[src/rtl/bsb_pkg.sv]
package bsb_pkg;
  localparam int SLOT_IDX_W = 6;

  typedef struct packed {
    logic                  ins;
    logic [SLOT_IDX_W-1:0] insIdx;
    logic                  dsp;
    logic [SLOT_IDX_W-1:0] dspIdx;
    logic                  bnc;
    logic [SLOT_IDX_W-1:0] bncIdx;
  } slotStrobe_t;
endpackage

[src/rtl/bsb_slots.sv]
module bsb_slots
  import bsb_pkg::*;
#(
  parameter int N      = 4,
  parameter int BID_W  = 16,
  parameter int PC_W   = 32,
  parameter int SP_W   = 32,
  parameter int CORE_W = 2,
  parameter int CNT_W  = 8
) (
  input  logic                       clk,
  input  logic                       rstN,
  input  slotStrobe_t                strobe,
  input  logic [BID_W-1:0]           inBid,
  input  logic [PC_W-1:0]            inPc,
  input  logic [SP_W-1:0]            inSp,
  input  logic [CORE_W-1:0]          inCore,
  input  logic [N-1:0]               readyIn,
  input  logic [$clog2(N)-1:0]       headIdx,
  input  logic                       headFound,
  input  logic [CNT_W-1:0]           bounceLimit,
  output logic [N-1:0]               validOut,
  output logic [N-1:0][BID_W-1:0]    bidOut,
  output logic [N-1:0]               overLimit,
  output logic [BID_W-1:0]           dspBid,
  output logic [PC_W-1:0]            dspPc,
  output logic [SP_W-1:0]            dspSp,
  output logic [CORE_W-1:0]          dspCore,
  output logic [BID_W-1:0]           bncBid,
  output logic [PC_W-1:0]            bncPc,
  output logic [SP_W-1:0]            bncSp,
  output logic [CORE_W-1:0]          bncCore
);
  localparam int IDX_W = $clog2(N);
  localparam logic [CNT_W-1:0] CNT_MAX = {CNT_W{1'b1}};

  logic [N-1:0]              validQ;
  logic [N-1:0][BID_W-1:0]   bidQ;
  logic [N-1:0][PC_W-1:0]    pcQ;
  logic [N-1:0][SP_W-1:0]    spQ;
  logic [N-1:0][CORE_W-1:0]  coreQ;
  logic [N-1:0][CNT_W-1:0]   cntQ;

  logic [IDX_W-1:0] insIdxL, dspIdxL, bncIdxL;
  assign insIdxL = strobe.insIdx[IDX_W-1:0];
  assign dspIdxL = strobe.dspIdx[IDX_W-1:0];
  assign bncIdxL = strobe.bncIdx[IDX_W-1:0];

  for (genvar i = 0; i < N; i++) begin : g_slot
    logic insHit, dspHit, bncHit, isHead, countOn;
    assign insHit  = strobe.ins && (insIdxL == IDX_W'(i));
    assign dspHit  = strobe.dsp && (dspIdxL == IDX_W'(i));
    assign bncHit  = strobe.bnc && (bncIdxL == IDX_W'(i));
    assign isHead  = headFound && (headIdx == IDX_W'(i));
    assign countOn = validQ[i] && readyIn[i] && !isHead && !dspHit && !bncHit;

    always_ff @(posedge clk) begin
      if (!rstN) begin
        validQ[i] <= 1'b0;
        cntQ[i]   <= '0;
      end else begin
        if (insHit) begin
          validQ[i] <= 1'b1;
        end else if (dspHit || bncHit) begin
          validQ[i] <= 1'b0;
        end
        if (insHit || !countOn) begin
          cntQ[i] <= '0;
        end else if (cntQ[i] != CNT_MAX) begin
          cntQ[i] <= cntQ[i] + 1'b1;
        end
      end
    end

    always_ff @(posedge clk) begin
      if (insHit) begin
        bidQ[i]  <= inBid;
        pcQ[i]   <= inPc;
        spQ[i]   <= inSp;
        coreQ[i] <= inCore;
      end
    end

    assign overLimit[i] = validQ[i] && (cntQ[i] >= bounceLimit);
  end

  assign validOut = validQ;
  assign bidOut   = bidQ;

  assign dspBid  = bidQ[dspIdxL];
  assign dspPc   = pcQ[dspIdxL];
  assign dspSp   = spQ[dspIdxL];
  assign dspCore = coreQ[dspIdxL];
  assign bncBid  = bidQ[bncIdxL];
  assign bncPc   = pcQ[bncIdxL];
  assign bncSp   = spQ[bncIdxL];
  assign bncCore = coreQ[bncIdxL];

  // an insertion lands in an empty slot and occupies it next cycle
  p_ins_empty_r2: assert property (@(posedge clk) disable iff (!rstN)
    strobe.ins |-> !validQ[insIdxL]);
  p_ins_sets_r2: assert property (@(posedge clk) disable iff (!rstN)
    strobe.ins |=> validQ[$past(insIdxL)]);
  // an issued slot is empty in the following cycle
  p_issue_frees_r4: assert property (@(posedge clk) disable iff (!rstN)
    strobe.dsp |=> !validQ[$past(dspIdxL)]);
  // returned slot is occupied and never the issued one
  p_bounce_distinct_r7: assert property (@(posedge clk) disable iff (!rstN)
    strobe.bnc |-> (validQ[bncIdxL] && !(strobe.dsp && dspIdxL == bncIdxL)));
endmodule

[src/rtl/bsb_ctrl.sv]
module bsb_ctrl
  import bsb_pkg::*;
#(
  parameter int N       = 4,
  parameter int PRIO_W  = 16,
  parameter int NUM_CTX = 2,
  parameter int CTX_W   = 1
) (
  input  logic                     clk,
  input  logic                     rstN,
  input  logic                     reqValid,
  input  logic [N-1:0]             slotValid,
  input  logic [N-1:0][PRIO_W-1:0] slotPrio,
  input  logic [N-1:0]             slotReady,
  input  logic [N-1:0]             overLimit,
  input  logic                     retValid,
  input  logic [CTX_W-1:0]         retCtx,
  output slotStrobe_t              strobe,
  output logic                     reqReady,
  output logic                     issueValid,
  output logic [CTX_W-1:0]         issueCtx,
  output logic                     bounceValid,
  output logic [$clog2(N)-1:0]     headIdx,
  output logic                     headFound
);
  localparam int IDX_W = $clog2(N);

  logic [NUM_CTX-1:0] ctxBusy;
  logic [IDX_W-1:0]   freeIdx, bncIdx;
  logic               freeFound, ctxFound;

  always_comb begin
    headIdx   = '0;
    headFound = 1'b0;
    for (int i = 0; i < N; i++) begin
      if (slotValid[i] && (!headFound || slotPrio[i] > slotPrio[headIdx])) begin
        headIdx   = IDX_W'(i);
        headFound = 1'b1;
      end
    end
  end

  always_comb begin
    freeIdx   = '0;
    freeFound = 1'b0;
    for (int i = 0; i < N; i++) begin
      if (!slotValid[i] && !freeFound) begin
        freeIdx   = IDX_W'(i);
        freeFound = 1'b1;
      end
    end
  end

  always_comb begin
    issueCtx = '0;
    ctxFound = 1'b0;
    for (int c = 0; c < NUM_CTX; c++) begin
      if (!ctxBusy[c] && !ctxFound) begin
        issueCtx = CTX_W'(c);
        ctxFound = 1'b1;
      end
    end
  end

  always_comb begin
    bncIdx      = '0;
    bounceValid = 1'b0;
    for (int i = 0; i < N; i++) begin
      if (!bounceValid && overLimit[i] && slotReady[i] && (IDX_W'(i) != headIdx)) begin
        bncIdx      = IDX_W'(i);
        bounceValid = 1'b1;
      end
    end
  end

  assign reqReady   = freeFound;
  assign issueValid = headFound && slotReady[headIdx] && ctxFound;

  always_comb begin
    strobe        = '0;
    strobe.ins    = reqValid && freeFound;
    strobe.insIdx = SLOT_IDX_W'(freeIdx);
    strobe.dsp    = issueValid;
    strobe.dspIdx = SLOT_IDX_W'(headIdx);
    strobe.bnc    = bounceValid;
    strobe.bncIdx = SLOT_IDX_W'(bncIdx);
  end

  always_ff @(posedge clk) begin
    if (!rstN) begin
      ctxBusy <= '0;
    end else begin
      for (int c = 0; c < NUM_CTX; c++) begin
        if (issueValid && issueCtx == CTX_W'(c)) begin
          ctxBusy[c] <= 1'b1;
        end else if (retValid && retCtx == CTX_W'(c)) begin
          ctxBusy[c] <= 1'b0;
        end
      end
    end
  end

  // a full buffer refuses requests
  p_full_blocks_r3: assert property (@(posedge clk) disable iff (!rstN)
    (&slotValid) |-> !reqReady);
  // a returned context is free in the next cycle
  p_ret_frees_r5: assert property (@(posedge clk) disable iff (!rstN)
    retValid |=> !ctxBusy[$past(retCtx)]);
  // an issued context is busy in the next cycle
  p_issue_busy_r5: assert property (@(posedge clk) disable iff (!rstN)
    issueValid |=> ctxBusy[$past(issueCtx)]);
  // an issue always concerns an occupied ready slot
  p_issue_ready_r6: assert property (@(posedge clk) disable iff (!rstN)
    issueValid |-> (slotValid[headIdx] && slotReady[headIdx]));
endmodule

[src/rtl/bneck_sched_buf.sv]
module bneck_sched_buf
  import bsb_pkg::*;
#(
  parameter int NUM_SMALL = 4,
  parameter int BID_W     = 16,
  parameter int PC_W      = 32,
  parameter int SP_W      = 32,
  parameter int PRIO_W    = 16,
  parameter int NUM_CTX   = 2,
  parameter int CNT_W     = 8,
  localparam int CORE_W   = $clog2(NUM_SMALL),
  localparam int CTX_W    = (NUM_CTX > 1) ? $clog2(NUM_CTX) : 1
) (
  input  logic                             clk,
  input  logic                             rstN,
  input  logic [CNT_W-1:0]                 bounceLimit,
  input  logic                             reqValid,
  output logic                             reqReady,
  input  logic [BID_W-1:0]                 reqBid,
  input  logic [PC_W-1:0]                  reqPc,
  input  logic [SP_W-1:0]                  reqSp,
  input  logic [CORE_W-1:0]                reqCore,
  output logic [NUM_SMALL-1:0]             slotValid,
  output logic [NUM_SMALL-1:0][BID_W-1:0]  slotBid,
  input  logic [NUM_SMALL-1:0][PRIO_W-1:0] slotPrio,
  input  logic [NUM_SMALL-1:0]             slotReady,
  output logic                             issueValid,
  output logic [CTX_W-1:0]                 issueCtx,
  output logic [BID_W-1:0]                 issueBid,
  output logic [PC_W-1:0]                  issuePc,
  output logic [SP_W-1:0]                  issueSp,
  output logic [CORE_W-1:0]                issueCore,
  input  logic                             retValid,
  input  logic [CTX_W-1:0]                 retCtx,
  output logic                             bounceValid,
  output logic [BID_W-1:0]                 bounceBid,
  output logic [PC_W-1:0]                  bouncePc,
  output logic [SP_W-1:0]                  bounceSp,
  output logic [CORE_W-1:0]                bounceCore
);
  slotStrobe_t                  strobe;
  logic [NUM_SMALL-1:0]         overLimit;
  logic [$clog2(NUM_SMALL)-1:0] headIdx;
  logic                         headFound;

  bsb_ctrl #(
    .N(NUM_SMALL), .PRIO_W(PRIO_W), .NUM_CTX(NUM_CTX), .CTX_W(CTX_W)
  ) u_ctrl (
    .clk(clk), .rstN(rstN), .reqValid(reqValid), .slotValid(slotValid),
    .slotPrio(slotPrio), .slotReady(slotReady), .overLimit(overLimit),
    .retValid(retValid), .retCtx(retCtx), .strobe(strobe), .reqReady(reqReady),
    .issueValid(issueValid), .issueCtx(issueCtx), .bounceValid(bounceValid),
    .headIdx(headIdx), .headFound(headFound)
  );

  bsb_slots #(
    .N(NUM_SMALL), .BID_W(BID_W), .PC_W(PC_W), .SP_W(SP_W),
    .CORE_W(CORE_W), .CNT_W(CNT_W)
  ) u_slots (
    .clk(clk), .rstN(rstN), .strobe(strobe), .inBid(reqBid), .inPc(reqPc),
    .inSp(reqSp), .inCore(reqCore), .readyIn(slotReady), .headIdx(headIdx),
    .headFound(headFound), .bounceLimit(bounceLimit), .validOut(slotValid),
    .bidOut(slotBid), .overLimit(overLimit), .dspBid(issueBid), .dspPc(issuePc),
    .dspSp(issueSp), .dspCore(issueCore), .bncBid(bounceBid), .bncPc(bouncePc),
    .bncSp(bounceSp), .bncCore(bounceCore)
  );

  // insertion and issue in one cycle never target the same slot
  p_ins_dsp_apart_r8: assert property (@(posedge clk) disable iff (!rstN)
    (strobe.ins && strobe.dsp) |-> (strobe.insIdx != strobe.dspIdx));
endmodule

[config.mk]
export PLATFORM = sky130hd
export DESIGN_NAME = bneck_sched_buf
export DESIGN_NICKNAME = d
export VERILOG_FILES = /design/src/rtl/bsb_pkg.sv /design/src/rtl/bsb_slots.sv /design/src/rtl/bsb_ctrl.sv /design/src/rtl/bneck_sched_buf.sv
export SDC_FILE = /design/constraint.sdc
export NUM_CORES = 1
export LEC_CHECK = 0
export BUFFER_PORTS_ARGS = -buffer_cell sky130_fd_sc_hd__buf_2
export CELL_PAD_IN_SITES_DETAIL_PLACEMENT = 1
export CELL_PAD_IN_SITES_GLOBAL_PLACEMENT = 1
export CORE_UTILIZATION = 41
export CTS_BUF_LIST = sky130_fd_sc_hd__clkbuf_8
export CTS_CLUSTER_SIZE = 10
export DETAILED_ROUTE_END_ITERATION = 8
export PLACE_DENSITY = 0.89
export SLEW_MARGIN = 5
export SYNTH_ARGS = -nofsm -noshare
export SYNTH_HDL_FRONTEND = slang
export SYNTH_SLANG_ARGS = --single-unit
[constraint.sdc]
create_clock -name clk -period 14.2 [get_ports clk]
set_input_delay 2.84 -clock clk [delete_from_list [all_inputs] [get_ports clk]]
set_output_delay 2.84 -clock clk [all_outputs]
set_load 0.03 [all_outputs]
==> results.txt, run 1 <==
Status -> complete, no violations
Hold WS -> 545 ps
Clk_skew -> 34.7 ps
Syn nets -> 1774
Leakage -> 0.00849 µW
Avg WL per Cell -> 25.1 µm
Pwr dens -> 120 nW/µm²
Final setup violation count -> 0
Peak VDD IR -> 0.000104 V
Mapped Avg Cell Area -> 11.9 µm²
Vias in the first global route -> 16402
Via count -> 15103
Least-Margin Pin Slew -> 1010 ps
Layout Utilization -> 51.0%
CTS tree -> yes
Synthesized area -> 18200 µm²
Largest fanout on the critical path -> 41
GRT Util Overall -> 27.6%
Period minus WS final -> 13700 ps
Netlist cell types -> 61
# H-tree levels -> 3
GR Overflow Total -> 0
Synth warn -> 0
Fillers -> 4754
Drt initial violations -> 973
Worst Setup Start Kind -> input port
Final Hold Viols -> 0
Longest Clk Path Bufs -> 3
Area grow syn2layout -> 21.7%
Cells after Synth -> 1527
Post-CTS sizing -> 0
Hold endpoint -> u_slots.cntQ[15]
RR Startpoint -> u_slots.validOut[1]
Worst Setup Slack post-DPL -> 164 ps
Relative slew slack -> 32.4%
Hold path depth -> 2
Total Wirelength -> 64400 µm
RSZ-0062 raised after global routing -> false
FMAX -> 73.0 MHz
Reg2reg end -> u_slots.cntQ[23]
Number of flops mapped to enable cells by yosys -> 328
Layout net count -> 2172
DIE HEIGHT -> 212 µm
Crit path required time -> 11360 ps
Total CTS buffers -> 66
Seq/Total Area, Yosys -> 58.4%
Post-CTS Setup Inserts -> 0
Clock transition at path regs -> 60 ps
Hold Path Origin -> u_slots.cntQ[15]
DPL Wire Length -> 42200 µm
Setup TNS -> 0 ps
Setup ws final -> 501 ps
Core area -> 43400 µm²
IO Pins -> 399
Area of the multi-input gates -> 7120 µm²
Residual DRC count -> 0
Die footprint -> 45100 µm²
Final Wtd Congestion -> 0.970
CTS Hold Buffers Added -> 0
Global-route wire length before repair -> 94200 µm
Register-to-Register Path Depth -> 20
Synth Flop Type -> edfxtp_1
Synth Register Bits -> 366
Num rows -> 76
CTS Sinks -> 366
Final worst path period share -> 96.5%
Initial core utilization -> 41.9%
Register Area -> 10600 µm²
Largest net degree at the start of global routing -> 89
Clock latency on the worst-skew pair -> 630 ps
Kind of critical path -> in -> out
Initial antenna violation count -> 8
Antenna Nets Post-Route -> 0
PortBufs -> 398
Chip width -> 212 µm
Final Max Tran Viols -> 0
Worst setup EP type -> output pin
Worst min path class -> reg -> reg
Max Cap Viol -> 0
Layout cell share with drive strength beyond 1 -> 26.7%
First-pass iteration count of the detailed router -> 5
Synth async-reset ratio -> 0%
Critical Path AT -> 10860 ps
Reg2Reg Setup Slack -> 7030 ps
Root Driver -> clkbuf_8
Vias/cell -> 5.88
final cells by class:
type,instances,area share (%)
inverters,36,0.612
clock inverters,50,1.36
repair buffers,422,10.1
flip-flops and latches,366,48.0
diodes,6,0.0680
multi-input cells,1033,32.2
well taps,585,3.31
clock buffers,69,4.30
per-layer routing:
metal	global-route usage, %	vias to the layer above	wire length [µm]
li1	-	6743	-
met4	14.6	4	2360
met1	30.9	7529	24300
met2	48.3	673	32600
met5	0	-	21
met3	7.03	154	5160
cell usage after synthesis (all sizes together), types with 3 or more instances:
master   count  area share, %
buf         33            1.1
a211oi      10           0.48
nor4         4           0.14
nand2      130            2.7
a221o       82            4.5
or3          4           0.14
inv         36           0.74
nor3        13           0.39
o211ai       5           0.21
nor2b        8           0.28
and4         3           0.14
a2111oi      3           0.15
a21o         8           0.33
a21oi      128            3.5
nand2b       6           0.21
nand3       24           0.66
dfxtp       38            4.2
a31oi        7           0.24
nand4       17           0.59
nor3b        4           0.17
edfxtp     328             54
and3         8           0.28
a22o        85            4.1
clkbuf      61            1.3
nor2       142            2.9
mux2i       87            4.8
a21boi       3           0.12
xnor2        6           0.29
xor2         5           0.24
ha          84            5.8
o21a         9           0.37
o21ai      118            3.3
layout by cell type, fill, tap and decap left out, types with 3 or more instances in the layout:
master      n
nor4_1      4
a211oi_1    9
a31oi_1     6
clkinv_1   16
nand3_1    24
inv_1      52
ha_1       84
xnor2_1     6
nand2_1   130
or3_1       4
diode_2     6
edfxtp_1  328
a21oi_1   127
nand4_1    17
clkbuf_8   69
nor2b_1     7
nor2_1    140
buf_2     398
o21ai_0   116
buf_12      5
clkinv_2    9
and4_1      3
o211ai_1    5
mux2i_1    87
a221o_1    82
a22o_1     85
xor2_1      5
and3_1      8
nor3_1     11
nand2b_1    6
a21o_1      8
dfxtp_1    38
buf_4      19
nor3b_1     3
o21a_1      9
flip-flops by register name, summed over array words and instances, names as in the netlist:
| register | flops |
|---|---|
| u_slots.coreQ | 8 |
| u_slots.bidOut | 64 |
| u_slots.cntQ | 32 |
| u_slots.validOut | 4 |
| u_ctrl.ctxBusy | 2 |
| u_slots.pcQ | 128 |
| u_slots.spQ | 128 |
power by group:
part	switching (µW)	internal (µW)	total (µW)	leakage, µW
sequential	25.6	1220	1250	0.00332
combinational	313	139	452	0.00447
clock	467	494	961	0.000699
through the flow:
step	instances	instance area, µm²	power [µW]
after floorplan	1527	18200	1540
after global placement	2440	20800	1690
after detailed placement	2440	20800	1710
after CTS	2559	22000	2680
after global routing	2566	22100	2750
final	2567	22100	2660
critical path, stage by stage:
cell	delay, ps
buf_2	80
inv_1	40
ha_1	320
nand4_1	180
or4_1	610
a21o_1	230
a31oi_4	310
buf_4	340
nor2_1	70
a21oi_1	300
ha_1	320
a21o_1	160
a21oi_1	150
o221ai_1	310
o311ai_4	700
o21ai_0	280
ha_1	340
nand4_1	150
nor4_1	430
a21boi_0	300
o31a_1	320
a21oi_2	180
mux2_4	610
a211oi_4	330
buf_4	440
a221o_1	260
buf_2	210
worst max path at each step:
| stage | from | endpoint | slack (ps) | cells after the start |
|---|---|---|---|---|
| after floorplan | slotPrio[15] | bounceBid[0] | 1830 | 30 |
| after global placement | slotPrio[15] | bounceSp[6] | 300 | 27 |
| after detailed placement | slotPrio[15] | bouncePc[21] | 160 | 27 |
| after CTS | slotPrio[15] | bouncePc[4] | 140 | 27 |
| after global routing | slotPrio[15] | bounceSp[20] | 80 | 27 |
| final | slotPrio[15] | bounceSp[20] | 500 | 27 |
logic make-up after synthesis:
family | Yosys count | synth area share, %
AOI/OAI and AO/OA | 479 | 18.4
and+or+nand+nor | 368 | 8.80
DFF | 366 | 58.4
buffers and inverters | 130 | 3.13
muxes | 89 | 4.92
adders and majority gates | 84 | 5.79
xor gates and xnor gates | 11 | 0.530
No activity file was read; power rests on OpenSTA's default activity.
==> inputs of run 2 (changes only) <==
--- a/config.mk
+++ b/config.mk
@@ -13,6 +13,7 @@
 export CTS_CLUSTER_SIZE = 10
 export DETAILED_ROUTE_END_ITERATION = 8
 export PLACE_DENSITY = 0.89
+export RECOVER_POWER = 100
 export SLEW_MARGIN = 5
 export SYNTH_ARGS = -nofsm -noshare
 export SYNTH_HDL_FRONTEND = slang
==> results.txt, run 2 (same netlist as run 1, synthesis figures left out) <==
Violated checks -> capacitance limit, slew limit
Least-Margin Pin Slew -> 3680 ps (+2670 ps)
Cell mode on critical path -> ha_1
Final worst path period share -> 96.5% (about the same)
Longest Clk Path Bufs -> 3 (unchanged)
PortBufs -> 398 (unchanged)
Layout cell share with drive strength beyond 1 -> 14.4% (-12 points)
Final Wtd Congestion -> 0.970 (unchanged)
Relative slew slack -> -146% (-180 points)
Dpl cell area -> 20800 µm² (unchanged)
Slowest stage cell, crit path -> o311ai_4
Layout net count -> 2172 (unchanged)
DPL Wire Length -> 42200 µm (unchanged)
Max incr delay on CP -> 690 ps (about the same)
Leakage -> 0.00782 µW (-7.9%)
Vias/cell -> 5.89 (+0.12%)
Largest net degree at the start of global routing -> 89 (unchanged)
Crit-path leading delay family -> compound AO/OA/AOI/OAI gates
Root Driver -> clkbuf_8
# H-tree levels -> 3 (unchanged)
Final Max Tran Viols -> 351 (+351)
IO Pins -> 399 (unchanged)
RSZ-0062 raised after global routing -> false
Peak VDD IR -> 0.000103 V (-1.7%)
Core area -> 43400 µm² (unchanged)
DIE HEIGHT -> 212 µm (unchanged)
Residual DRC count -> 0 (unchanged)
Worst min path class -> reg -> reg
Antenna Nets Post-Route -> 0 (unchanged)
Max Cap Viol -> 9 (+9)
Worst Setup Start Kind -> input port
Initial antenna violation count -> 3 (-5)
Initial core utilization -> 41.9% (unchanged)
Total CTS buffers -> 66 (unchanged)
Global-route wire length before repair -> 94200 µm (unchanged)
Fin area -> 21700 µm² (-1.7%)
Kind of critical path -> in -> out
Period minus WS final -> 13710 ps (+11.0 ps)
Clk_skew -> 33.5 ps (-1.16 ps)
Pwr dens -> 122 nW/µm² (+1.3%)
Buf+Inv Stages, Crit Path -> 5 (unchanged)
Num rows -> 76 (unchanged)
Final Hold Viols -> 0 (unchanged)
Most common cell after layout, fill and taps aside -> edfxtp_1
Avg WL per Cell -> 25.2 µm (+0.26%)
Critical Path AT -> 10870 ps (about the same)
Clock latency on the worst-skew pair -> 630 ps (about the same)
Via count -> 15092 (-0.073%)
First-pass iteration count of the detailed router -> 5 (unchanged)
FMAX -> 72.9 MHz (about the same)
Crit path required time -> 11360 ps (about the same)
Chip width -> 212 µm (unchanged)
GR Overflow Total -> 0 (unchanged)
Area grow syn2layout -> 19.6%
Total Wirelength -> 64400 µm (about the same)
Setup TNS -> 0 ps (unchanged)
Status -> finished with violations
Drt initial violations -> 983 (+1.0%)
Worst setup EP type -> output pin
Largest fanout on the critical path -> 46 (+12%)
Most frequent cells in the layout -> edfxtp_1, clkbuf_1, nor2_1
Vias in the first global route -> 16402 (unchanged)
Die footprint -> 45100 µm² (unchanged)
GRT Util Overall -> 27.6% (unchanged)
Final setup violation count -> 0 (unchanged)
CTS Sinks -> 366 (unchanged)
Layout Utilization -> 50.1% (-0.87 points)
CTS tree -> yes
Clock transition at path regs -> 60 ps (about the same)
-- run 2: cell types whose count changed in the layout (fill, tap and decap cells not counted), sizes merged --
cell / previous run / this run
buf: 422 / 101
diode: 6 / 1
clkbuf: 69 / 390
-- run 2: cell type report --
type	count	area, µm²
Sequential cell	366	10600
Clock inverter	50	302
Multi-Input combinational cell	1033	7080
Antenna cell	1	2.50
Inverter	36	135
Clock buffer	69	950
Fill cell	4837	21600
Timing Repair Buffer	422	1900
Tap cell	585	732
-- run 2: per-stage QoR --
step | setup slack [ps] | instances | total power, µW | hold WS [ps]
floorplan | 1830 | 1527 | 1540 | 482
global placement | 304 | 2440 | 1690 | 515
detailed placement | 164 | 2440 | 1710 | 540
CTS | 136 | 2559 | 2680 | 548
global route | 59.3 | 2562 | 2740 | 559
finish | 490 | 2562 | 2650 | 545
-- run 2: layer usage --
layer / wire, µm / vias up / track usage [%]
li1: - / 6731 / -
met1: 24400 / 7513 / 30.9
met2: 32300 / 675 / 48.3
met3: 5200 / 169 / 7.03
met4: 2530 / 4 / 14.6
met5: 26 / - / 0
-- run 2: what timing repair did --
action / 4_1_cts / 5_1_grt
endpoints found under the setup margin: 0 / 82
hold endpoints to repair: 0 / 0
hold buffers: 0 / 0
resized for setup: 0 / 3
buffers inserted: 0 / 0
-- run 2: path summary, 6_finish.rpt --
path / from / end / slack (ps) / cells past startpoint
worst max-delay path: slotPrio[15] / bouncePc[14] / 490 / 27
worst min-delay path: u_slots.cntQ[15] / u_slots.cntQ[15] / 540 / 2
worst max register to register: u_slots.validOut[1] / u_slots.cntQ[30] / 6590 / 20
worst min register to register: u_slots.cntQ[15] / u_slots.cntQ[15] / 540 / 2
-- run 2: where the power goes --
part / total [µW] / switching (µW) / internal [µW]
sequential: 1250 / 25.6 / 1220
clock: 960 / 466 / 494
combinational: 438 / 314 / 124
total: 2650 / 806 / 1840
-- run 2: worst min-delay path: cells and delay by family (launching register included) --
family          cells  cell delay (ps)
flops               1              330
compound gates      1               70
buf+inv             1               90
==> inputs of run 3 (changes only) <==
--- a/config.mk
+++ b/config.mk
@@ -8,11 +8,11 @@
 export BUFFER_PORTS_ARGS = -buffer_cell sky130_fd_sc_hd__buf_2
 export CELL_PAD_IN_SITES_DETAIL_PLACEMENT = 1
 export CELL_PAD_IN_SITES_GLOBAL_PLACEMENT = 1
-export CORE_UTILIZATION = 41
+export CORE_UTILIZATION = 45
 export CTS_BUF_LIST = sky130_fd_sc_hd__clkbuf_8
 export CTS_CLUSTER_SIZE = 10
 export DETAILED_ROUTE_END_ITERATION = 8
-export PLACE_DENSITY = 0.89
+export PLACE_DENSITY = 0.95
 export RECOVER_POWER = 100
 export SLEW_MARGIN = 5
 export SYNTH_ARGS = -nofsm -noshare
==> results.txt, run 3 (same netlist as run 1, synthesis figures left out) <==
Status -> finished with violations
Violated checks -> capacitance limit, slew limit
Buf+Inv Stages, Crit Path -> 6 (+1)
Root Driver -> clkbuf_8
Global-route wire length before repair -> 95500 µm (+1.3%)
Setup TNS -> 0 ps (unchanged)
Least-Margin Pin Slew -> 4520 ps (+836 ps)
Post-CTS Setup Inserts -> 0 (unchanged)
Area grow syn2layout -> 18.0%
Final Hold Viols -> 0 (unchanged)
Critical Path AT -> 10860 ps (about the same)
Total CTS buffers -> 60 (-9.1%)
Max incr delay on CP -> 710 ps (+20 ps)
Core area -> 39700 µm² (-8.4%)
Layout net count -> 2167 (-0.23%)
Drt initial violations -> 1199 (+22%)
Worst Setup Slack post-DPL -> 599 ps (+434 ps)
Worst Setup Start Kind -> input port
# H-tree levels -> 2 (-1)
CTS Sinks -> 366 (unchanged)
Largest fanout on the critical path -> 35 (-24%)
Slowest stage cell, crit path -> a21oi_1
Met3 GRT Util -> 6.05% (-0.98 points)
Clock transition at path regs -> 60 ps (about the same)
Area of the multi-input gates -> 7040 µm² (-0.57%)
GR Overflow Total -> 0 (unchanged)
Most common cell after layout, fill and taps aside -> edfxtp_1
Pwr dens -> 119 nW/µm² (-2.4%)
Relative slew slack -> -201% (-56 points)
Max Cap Viol -> 9 (unchanged)
Fillers -> 4387 (-9.3%)
Via count -> 15302 (+1.4%)
Crit path required time -> 11360 ps (about the same)
FMAX -> 73.0 MHz (about the same)
Worst setup EP type -> output pin
IO Pins -> 399 (unchanged)
Worst min path class -> reg -> reg
Avg WL per Cell -> 25.8 µm (+2.7%)
Die footprint -> 41200 µm² (-8.8%)
Crit-path leading delay family -> compound AO/OA/AOI/OAI gates
CTS tree -> yes
Vias/cell -> 6.12 (+3.9%)
Setup ws final -> 502 ps (+11.9 ps)
Chip width -> 203 µm (-4.5%)
DPL Wire Length -> 41300 µm (-2.0%)
Initial antenna violation count -> 4 (+1)
Busiest layer in global routing -> met2
RSZ-0062 raised after global routing -> false
PortBufs -> 398 (unchanged)
Most frequent cells in the layout -> edfxtp_1, clkbuf_1, nor2_1
Final Max Tran Viols -> 349 (-0.57%)
GRT Util Overall -> 30.3% (+2.7 points)
Register Area -> 10600 µm² (unchanged)
Final worst path period share -> 96.5% (about the same)
Final Wtd Congestion -> 0.962 (-0.85%)
Antenna Nets Post-Route -> 0 (unchanged)
Residual DRC count -> 0 (unchanged)
Total Wirelength -> 64600 µm (+0.19%)
Clock latency on the worst-skew pair -> 660 ps (+30 ps)
Leakage -> 0.00770 µW (-1.5%)
Clk_skew -> 25.0 ps (-8.51 ps)
Vias in the first global route -> 16278 (-0.76%)
Initial core utilization -> 45.7% (+3.8 points)
Peak VDD IR -> 0.000139 V (+35%)
Final setup violation count -> 0 (unchanged)
Total power -> 2550 µW (-3.7%)
First-pass iteration count of the detailed router -> 7 (+2)
Period minus WS final -> 13700 ps (-11.9 ps)
GRT met2 Usage -> 53.1% (+4.9 points)
Num rows -> 73 (-3.9%)
Longest Clk Path Bufs -> 3 (unchanged)
M1 GR Usage -> 35.9% (+5.0 points)
Layout cell share with drive strength beyond 1 -> 13.2% (-1.2 points)
Largest net degree at the start of global routing -> 94 (+5.6%)
DIE HEIGHT -> 203 µm (-4.5%)
Kind of critical path -> in -> out
## run 3: layout make-up
class / instances / share of cell area (%)
Sequential cell: 366 / 49.5
Multi-Input combinational cell: 1032 / 32.9
Timing Repair Buffer: 424 / 8.74
Inverter: 36 / 0.631
Clock inverter: 49 / 1.07
Tap cell: 525 / 3.07
Antenna cell: 5 / 0.0584
Clock buffer: 63 / 4.05
## run 3: path summary, 6_finish.rpt
path         depth (start not counted)           startpoint                to  slack [ps]
max reg2reg                         24  u_slots.validOut[0]  u_slots.cntQ[29]        5670
min                                  2     u_slots.cntQ[15]  u_slots.cntQ[15]         560
max                                 29         slotPrio[15]      bounceSp[23]         500
min reg2reg                          2     u_slots.cntQ[15]  u_slots.cntQ[15]         560
## run 3: worst register-to-register path: stages, from the launching register on
cell and delay (ps):
dfxtp_1 750, nor2b_1 210, o21ai_0 130, a211oi_1 490
a31oi_4 360, buf_4 300, nor2_1 100, a21oi_1 70
ha_1 330, nand4_1 160, nor3_1 250, a21boi_0 400
o311ai_2 180, buf_4 250, nand2_1 80, o21ai_0 80
ha_1 320, a21oi_1 140, nand2_1 80, a211o_1 340
o31a_1 400, a21oi_1 710, o21ai_0 330, o311ai_0 1670
nor2_1 190
## run 3: routing by layer
layer	share of wire, %	wire (µm)	up-vias
li1	-	-	6718
met1	39	25100	7672
met2	50	32200	758
met3	7.6	4900	152
met4	3.6	2310	2
met5	0.026	17	-
## run 3: power breakdown
| part | switching [µW] | internal (µW) | leakage, µW |
|---|---|---|---|
| registers | 28.5 | 1220 | 0.00332 |
| clock network | 439 | 427 | 0.000616 |
| logic | 309 | 123 | 0.00376 |
| total | 777 | 1770 | 0.00770 |
## run 3: metrics by stage
stage	area, µm²	instances	utilization, %	hold slack, ps
2_1_floorplan	18200	1527	-	482
3_3_place_gp	20700	2382	52.1	517
3_5_place_dp	20700	2382	52.1	546
4_1_cts	21800	2494	54.8	556
5_1_grt	21400	2498	53.9	586
6_report	21400	2500	53.9	561
## run 3: repair_timing
action	in CTS	in global routing
gates resized for setup	0	0
setup endpoints to repair	0	8
hold buffers	0	0
hold endpoints to repair	0	0
